==> config.mk <==
export PLATFORM = sky130hd
export DESIGN_NAME = lpm_tcam
export DESIGN_NICKNAME = d
export VERILOG_FILES = /design/src/rtl/lpm_tcam_pkg.sv /design/src/rtl/lpm_tcam_store.sv /design/src/rtl/lpm_tcam_match.sv /design/src/rtl/lpm_tcam_prio.sv /design/src/rtl/lpm_tcam.sv
export SDC_FILE = /design/constraint.sdc
export NUM_CORES = 2
export LEC_CHECK = 0
export ABC_AREA = 0
export BUFFER_PORTS_ARGS = -buffer_cell sky130_fd_sc_hd__buf_2
export CAP_MARGIN = 20
export CORE_MARGIN = 1.5
export CORE_UTILIZATION = 50
export DETAILED_ROUTE_END_ITERATION = 10
export GPL_ROUTABILITY_DRIVEN = 0
export PLACE_DENSITY = 0.75
export SYNTH_ARGS = -nofsm -noshare
export SYNTH_HDL_FRONTEND = slang
export SYNTH_SLANG_ARGS = --single-unit
==> constraint.sdc <==
create_clock -name clk_i -period 9 [get_ports clk_i]
set_input_delay 0 -clock clk_i [delete_from_list [all_inputs] [get_ports clk_i]]
set_output_delay 0 -clock clk_i [all_outputs]
set_load 0.005 [all_outputs]
==> src/rtl/lpm_tcam_pkg.sv <==
package lpm_tcam_pkg;
  localparam int unsigned DEF_ENTRIES = 16;
  localparam int unsigned DEF_KEY_W   = 32;
  localparam int unsigned DEF_NH_W    = 8;
endpackage

==> src/rtl/lpm_tcam_store.sv <==
module lpm_tcam_store #(
  parameter int unsigned N_ENTRIES = 16,
  parameter int unsigned KEY_W     = 32,
  parameter int unsigned NH_W      = 8,
  parameter int unsigned IDX_W     = 4
) (
  input  logic             clk_i,
  input  logic             rst_ni,
  input  logic             wr_en_i,
  input  logic [IDX_W-1:0] wr_idx_i,
  input  logic             wr_valid_i,
  input  logic [KEY_W-1:0] wr_value_i,
  input  logic [KEY_W-1:0] wr_care_i,
  input  logic [NH_W-1:0]  wr_nh_i,
  output logic             vld_o  [N_ENTRIES],
  output logic [KEY_W-1:0] val_o  [N_ENTRIES],
  output logic [KEY_W-1:0] care_o [N_ENTRIES],
  output logic [NH_W-1:0]  nh_o   [N_ENTRIES]
);
  for (genvar i = 0; i < N_ENTRIES; i++) begin : g_ent
    logic sel;
    assign sel = wr_en_i && (wr_idx_i == IDX_W'(i));

    always_ff @(posedge clk_i or negedge rst_ni) begin
      if (!rst_ni) begin
        vld_o[i]  <= 1'b0;
        val_o[i]  <= '0;
        care_o[i] <= '0;
        nh_o[i]   <= '0;
      end else if (sel) begin
        vld_o[i]  <= wr_valid_i;
        val_o[i]  <= wr_value_i;
        care_o[i] <= wr_care_i;
        nh_o[i]   <= wr_nh_i;
      end
    end
  end
endmodule

==> src/rtl/lpm_tcam_match.sv <==
module lpm_tcam_match #(
  parameter int unsigned N_ENTRIES = 16,
  parameter int unsigned KEY_W     = 32
) (
  input  logic [KEY_W-1:0]     key_i,
  input  logic                 vld_i  [N_ENTRIES],
  input  logic [KEY_W-1:0]     val_i  [N_ENTRIES],
  input  logic [KEY_W-1:0]     care_i [N_ENTRIES],
  output logic [N_ENTRIES-1:0] hit_vec_o
);
  for (genvar i = 0; i < N_ENTRIES; i++) begin : g_cmp
    // mismatches only count on cared bits
    assign hit_vec_o[i] = vld_i[i] && (((key_i ^ val_i[i]) & care_i[i]) == '0);
  end
endmodule

==> src/rtl/lpm_tcam_prio.sv <==
module lpm_tcam_prio #(
  parameter int unsigned N_ENTRIES = 16,
  parameter int unsigned IDX_W     = 4
) (
  input  logic [N_ENTRIES-1:0] vec_i,
  output logic                 any_o,
  output logic [IDX_W-1:0]     idx_o
);
  // lowest index wins
  always_comb begin
    idx_o = '0;
    for (int i = N_ENTRIES - 1; i >= 0; i--) begin
      if (vec_i[i]) idx_o = IDX_W'(i);
    end
  end
  assign any_o = |vec_i;
endmodule

==> src/rtl/lpm_tcam.sv <==
module lpm_tcam
  import lpm_tcam_pkg::*;
#(
  parameter int unsigned N_ENTRIES = DEF_ENTRIES,
  parameter int unsigned KEY_W     = DEF_KEY_W,
  parameter int unsigned NH_W      = DEF_NH_W,
  localparam int unsigned IDX_W    = (N_ENTRIES > 1) ? $clog2(N_ENTRIES) : 1
) (
  input  logic             clk_i,
  input  logic             rst_ni,
  input  logic             wr_en_i,
  input  logic [IDX_W-1:0] wr_idx_i,
  input  logic             wr_valid_i,
  input  logic [KEY_W-1:0] wr_value_i,
  input  logic [KEY_W-1:0] wr_care_i,
  input  logic [NH_W-1:0]  wr_nh_i,
  input  logic             key_valid_i,
  input  logic [KEY_W-1:0] key_i,
  output logic             res_valid_o,
  output logic             res_hit_o,
  output logic [NH_W-1:0]  res_nh_o
);
  logic                 ent_vld  [N_ENTRIES];
  logic [KEY_W-1:0]     ent_val  [N_ENTRIES];
  logic [KEY_W-1:0]     ent_care [N_ENTRIES];
  logic [NH_W-1:0]      ent_nh   [N_ENTRIES];
  logic [N_ENTRIES-1:0] hit_vec;
  logic                 any_hit;
  logic [IDX_W-1:0]     win_idx;
  logic [NH_W-1:0]      win_nh;

  lpm_tcam_store #(
    .N_ENTRIES(N_ENTRIES), .KEY_W(KEY_W), .NH_W(NH_W), .IDX_W(IDX_W)
  ) u_store (
    .clk_i      (clk_i),
    .rst_ni     (rst_ni),
    .wr_en_i    (wr_en_i),
    .wr_idx_i   (wr_idx_i),
    .wr_valid_i (wr_valid_i),
    .wr_value_i (wr_value_i),
    .wr_care_i  (wr_care_i),
    .wr_nh_i    (wr_nh_i),
    .vld_o      (ent_vld),
    .val_o      (ent_val),
    .care_o     (ent_care),
    .nh_o       (ent_nh)
  );

  lpm_tcam_match #(
    .N_ENTRIES(N_ENTRIES), .KEY_W(KEY_W)
  ) u_match (
    .key_i     (key_i),
    .vld_i     (ent_vld),
    .val_i     (ent_val),
    .care_i    (ent_care),
    .hit_vec_o (hit_vec)
  );

  lpm_tcam_prio #(
    .N_ENTRIES(N_ENTRIES), .IDX_W(IDX_W)
  ) u_prio (
    .vec_i (hit_vec),
    .any_o (any_hit),
    .idx_o (win_idx)
  );

  always_comb begin
    win_nh = '0;
    for (int i = 0; i < N_ENTRIES; i++) begin
      if (win_idx == IDX_W'(i)) win_nh = ent_nh[i];
    end
  end

  // table reads use pre-write contents, so a same-cycle write is not seen
  always_ff @(posedge clk_i or negedge rst_ni) begin
    if (!rst_ni) begin
      res_valid_o <= 1'b0;
      res_hit_o   <= 1'b0;
      res_nh_o    <= '0;
    end else begin
      res_valid_o <= key_valid_i;
      if (key_valid_i) begin
        res_hit_o <= any_hit;
        res_nh_o  <= any_hit ? win_nh : '0;
      end
    end
  end
endmodule

==> results.md <==
- Summed over all nets, the half-perimeter wirelength after detailed placement is 122000 µm.
- The net count of the finished layout is 4317.
- The synthesized netlist devotes 8.34% of its cell area to compound gates.
- The xor and xnor area share after synthesis is 8.07%.
- Summing all placed instances gives a cell area of 0.0572 mm².
- Summing the areas of all fa, ha and maj instances in the mapped netlist gives 0% of the synthesized area.
- For this block, the via count after detailed routing is 40000.
- The proportion of layout cells with a drive suffix above 1 is 37.2%.
- Once layout is done, the placed cells without fillers occupy 0.0618 mm².
- Setup repair after global routing left no endpoint under its margin.
- The leakage power total is 0.0270 µW.
- The dominant combinational cell family by area after synthesis is multiplexers.
- The proportion of synthesized area in mux cells is 24.1%.
- The max-capacitance violation count is 0.
- The cell with the most instances on the worst path is sky130_fd_sc_hd__a22oi_1.
- The category of cells accounting for the largest share of critical-path delay is compound AO/OA/AOI/OAI gates.
- The post-CTS clock slew at the launch and capture registers of the worst setup and hold paths is 0.07 ns.
- The number of placed instances, taps included, is 5547.
- STA classifies the critical path endpoint as a register.
- The total negative setup slack is 0 ns.
- The area taken by flip-flops and latches is 0.0295 mm².
- The average wire per standard cell is 34.5 µm.
- Across the routed clock network, the largest skew measured is 0.0236 ns.
- For this run, the detailed router's first-pass iteration total came to 7.
- The total detailed-routing wirelength is 201000 µm.
- The number of filler cells placed in the layout is 8957.
- After synthesis the netlist holds a flip-flop and latch count of 1178.
- Data on the critical path is required at its endpoint by 9.59 ns.
- After synthesis, the share of flip-flops with an asynchronous set or reset is 100%.
- Counting I/O delays and the setup requirement, the final critical path takes 4.83 ns.
- STA classifies the critical path startpoint as a register.
- The die area is 0.113 mm².
- The maximum fanout along the worst path is 46.
- Walking the worst path, the cells encountered are xor2_1 -> a22oi_1 -> nand4_1 -> nor4_1 -> a22oi_1 -> a41oi_4 -> buf_4 -> mux2_2 -> a22oi_1 -> a21oi_1 -> nor3_1 -> o21ai_1.
- Clock tree synthesis inserted a total of 117 buffers.
- The synthesized design contains 0 enable-type register cells.
- Derived from the worst setup path, the maximum achievable clock frequency is 0.207 GHz.
- In this run, the number of DRC markers left after iteration 0 of detailed routing was 5942.
- Of the post-synthesis cell area, the dominant cell type holds 53.0%.
- The master of the slowest instance on the critical path is sky130_fd_sc_hd__a22oi_1.
- The maximum clock insertion buffer count is 3.
- Across the VDD grid, the largest voltage drop is 186 µV.
- After synthesis, the cell types taking the most area are sky130_fd_sc_hd__dfrtp_1 53%, sky130_fd_sc_hd__mux2_2 24%, sky130_fd_sc_hd__xor2_1 8.1%, sky130_fd_sc_hd__a22oi_1 5.2%, sky130_fd_sc_hd__clkbuf_1 1.3%.
- The final number of setup-violating endpoints is 0.
- Headroom to the max-slew limit came out at 16.9%.
- The worst hold path belongs to the class input port to register.
- A synthesized cell averages 13.4 µm².
- The maximum number of pins on one net before global-route repair is 180.
- The total count of max-transition violations in the final report came to 0.
- During placement, the flow inserted port buffers numbering 122.
- The overall global routing resource usage is 35.3%.
- The critical path start-end classification is register to register.
- The most used flip-flop cell after synthesis is sky130_fd_sc_hd__dfrtp_1.
- The simple-gate portion of the synthesized area is 3.86%.
- The remaining design rule violation count is 0.
- The number of cells produced by synthesis is 4162.
- Summing all multi-input logic gate instances after layout gives 0.0248 mm².
- The mean number of vias per cell is 6.86.
- Before CTS, the worst setup slack after placement is 3.91 ns.
- After synthesis the cells add up to 0.0556 mm².
- The number of antenna violations at the first check in global routing came to 36.
- The floorplan step set the die height to 336 µm.
- The sequential area share after synthesis is 53.0%.
- The run finished with clean final reports.
- The core region is 0.111 mm².
- The clock root buffer master is sky130_fd_sc_hd__clkbuf_16.
- For this run, the number of standard cells in the final layout without fillers is 5836.
- The transition time at the pin with the least slew margin is 1.25 ns.
- The period utilization is 53.6%.
- The final setup slack of the worst path is 4.17 ns.
- In this design, the stage delay of the slowest critical-path cell is 0.84 ns.
- In this run, distinct cell masters in the synthesized netlist total 76.
- Clock latency on the worst-skew pair, taken at its later pin, is 0.72 ns.
- TritonCTS built the clock tree.
- sky130_fd_sc_hd__dfrtp_1 is the most common cell in the netlist.
- The number of nets with antenna violations after detailed routing is 0.
- The via count of the first global-routing pass is 38700.
- The global-route wire length before repair is 283000 µm.
- For this design the ratio of total power to cell area is 267 mW/mm².
- The data arrival time at the worst-slack endpoint is 5.41 ns.
- Counting both buffers and inverters, the worst setup path holds a total of 1.
- The effective utilization at floorplan is 50.3%.
- The relative area change from synthesis to final layout is 11.2%.
- In this run the count of I/O pins placed on the die edge is 123.
- The die width is 336 µm.
- The post-CTS setup buffer count is 0.
- In the synthesized netlist, the cells that appear most often are 1178 x sky130_fd_sc_hd__dfrtp_1, 1177 x sky130_fd_sc_hd__mux2_2, 512 x sky130_fd_sc_hd__xor2_1.
- The hold violation total from the final report is 0.
- The number of nets in the synthesized netlist is 4275.
- The H-tree was split into 3 levels.
- Clock tree synthesis found a total of 1178 sinks.
- The synthesized design spends more area on one cell type than any other, namely sky130_fd_sc_hd__dfrtp_1.
- The remaining global-route overflow is 0.
- After floorplanning, the core was divided into 122 placement rows.
- The synthesis warning total is 0.
-- what timing repair did --
action / CTS / global route
endpoints found under the hold margin: 335 / 0
hold buffers: 23 / 0
gates resized for setup: 0 / 0
setup endpoints to repair: 0 / 0
-- layout make-up --
cell class,count,share of cell area (%)
diodes,44,0.178
clock inverters,50,1.08
inverters,12,0.0729
repair buffers,199,2.16
flip-flops and latches,1178,47.7
clock buffers,169,5.67
well taps,1488,3.01
multi-input cells,2696,40.1
-- state kept, by name, summed over array words and instances (netlist names) --
register,cells
u_store.care_o,512
u_store.val_o,512
u_store.nh_o,128
u_store.vld_o,16
res_nh_o,8
res_hit_o,1
res_valid_o,1
-- per-stage QoR --
stage          utilization [%]  power, µW  hold slack, ns
5_1_grt                   55.8      17000          0.0106
6_report                  55.9      16500          0.0277
3_3_place_gp              51.8      11000          0.0773
4_1_cts                   55.8      16300         0.00316
2_1_floorplan                -       9700          -0.296
3_5_place_dp              51.8      11100          0.0801
-- cells by family after synthesis --
family,Yosys count
mux,1191
xor+xnor,512
buf+inv,288
compound gates,597
simple gates,396
flops,1178
-- routing by layer --
layer / vias to the layer above / GRT usage (%) / wire length, µm / part of all wire, %
li1: 15500 / - / - / -
met1: 20600 / 45.1 / 72600 / 36
met2: 3036 / 50.9 / 85400 / 42
met3: 867 / 12.0 / 28000 / 14
met4: 20 / 23.5 / 14900 / 7.4
met5: - / 0.468 / 126 / 0.063
-- final timing paths --
kind                               startpoint             endpoint  slack [ns]  depth (start not counted)
setup / recovery           u_store.val_o[370]          res_nh_o[2]        4.17                         12
max in group asynchronous              rst_ni  u_store.care_o[287]        6.73                          5
setup reg to reg           u_store.val_o[370]          res_nh_o[2]        4.17                         12
min in group asynchronous              rst_ni  u_store.care_o[271]        0.27                          3
hold / removal                 wr_value_i[10]   u_store.val_o[426]        0.03                          2
hold reg to reg                     res_hit_o            res_hit_o        0.48                          1
-- layout by cell type, fill, tap and decap left out, types with 6 or more instances in the layout --
| cell | count |
|---|---|
| sky130_fd_sc_hd__a22oi_1 | 387 |
| sky130_fd_sc_hd__a22o_1 | 26 |
| sky130_fd_sc_hd__nand2_1 | 121 |
| sky130_fd_sc_hd__dlygate4sd3_1 | 22 |
| sky130_fd_sc_hd__clkbuf_16 | 119 |
| sky130_fd_sc_hd__o21ai_1 | 8 |
| sky130_fd_sc_hd__clkbuf_8 | 34 |
| sky130_fd_sc_hd__clkinv_2 | 23 |
| sky130_fd_sc_hd__nand3_1 | 16 |
| sky130_fd_sc_hd__buf_2 | 122 |
| sky130_fd_sc_hd__a221oi_1 | 27 |
| sky130_fd_sc_hd__and4_1 | 6 |
| sky130_fd_sc_hd__xor2_1 | 512 |
| sky130_fd_sc_hd__and2_1 | 11 |
| sky130_fd_sc_hd__o2bb2ai_1 | 6 |
| sky130_fd_sc_hd__buf_4 | 48 |
| sky130_fd_sc_hd__bufinv_16 | 14 |
| sky130_fd_sc_hd__nor2_4 | 9 |
| sky130_fd_sc_hd__and3_1 | 18 |
| sky130_fd_sc_hd__nor3_1 | 28 |
| sky130_fd_sc_hd__a21oi_1 | 22 |
| sky130_fd_sc_hd__clkbuf_1 | 16 |
| sky130_fd_sc_hd__nor4_2 | 6 |
| sky130_fd_sc_hd__diode_2 | 44 |
| sky130_fd_sc_hd__dfrtp_1 | 1178 |
| sky130_fd_sc_hd__inv_1 | 12 |
| sky130_fd_sc_hd__mux2_2 | 1177 |
| sky130_fd_sc_hd__a222oi_1 | 30 |
| sky130_fd_sc_hd__mux2i_1 | 12 |
| sky130_fd_sc_hd__o21ai_0 | 22 |
| sky130_fd_sc_hd__nor4_1 | 13 |
| sky130_fd_sc_hd__clkinvlp_4 | 7 |
| sky130_fd_sc_hd__nor2_1 | 13 |
| sky130_fd_sc_hd__nand4_1 | 117 |
-- where the power goes --
part | total (µW) | internal [µW] | switching (µW)
registers | 7470 | 6530 | 943
logic | 3740 | 1700 | 2040
clock network | 5290 | 3100 | 2180
Note: power is estimated with default switching activity, not from simulation.
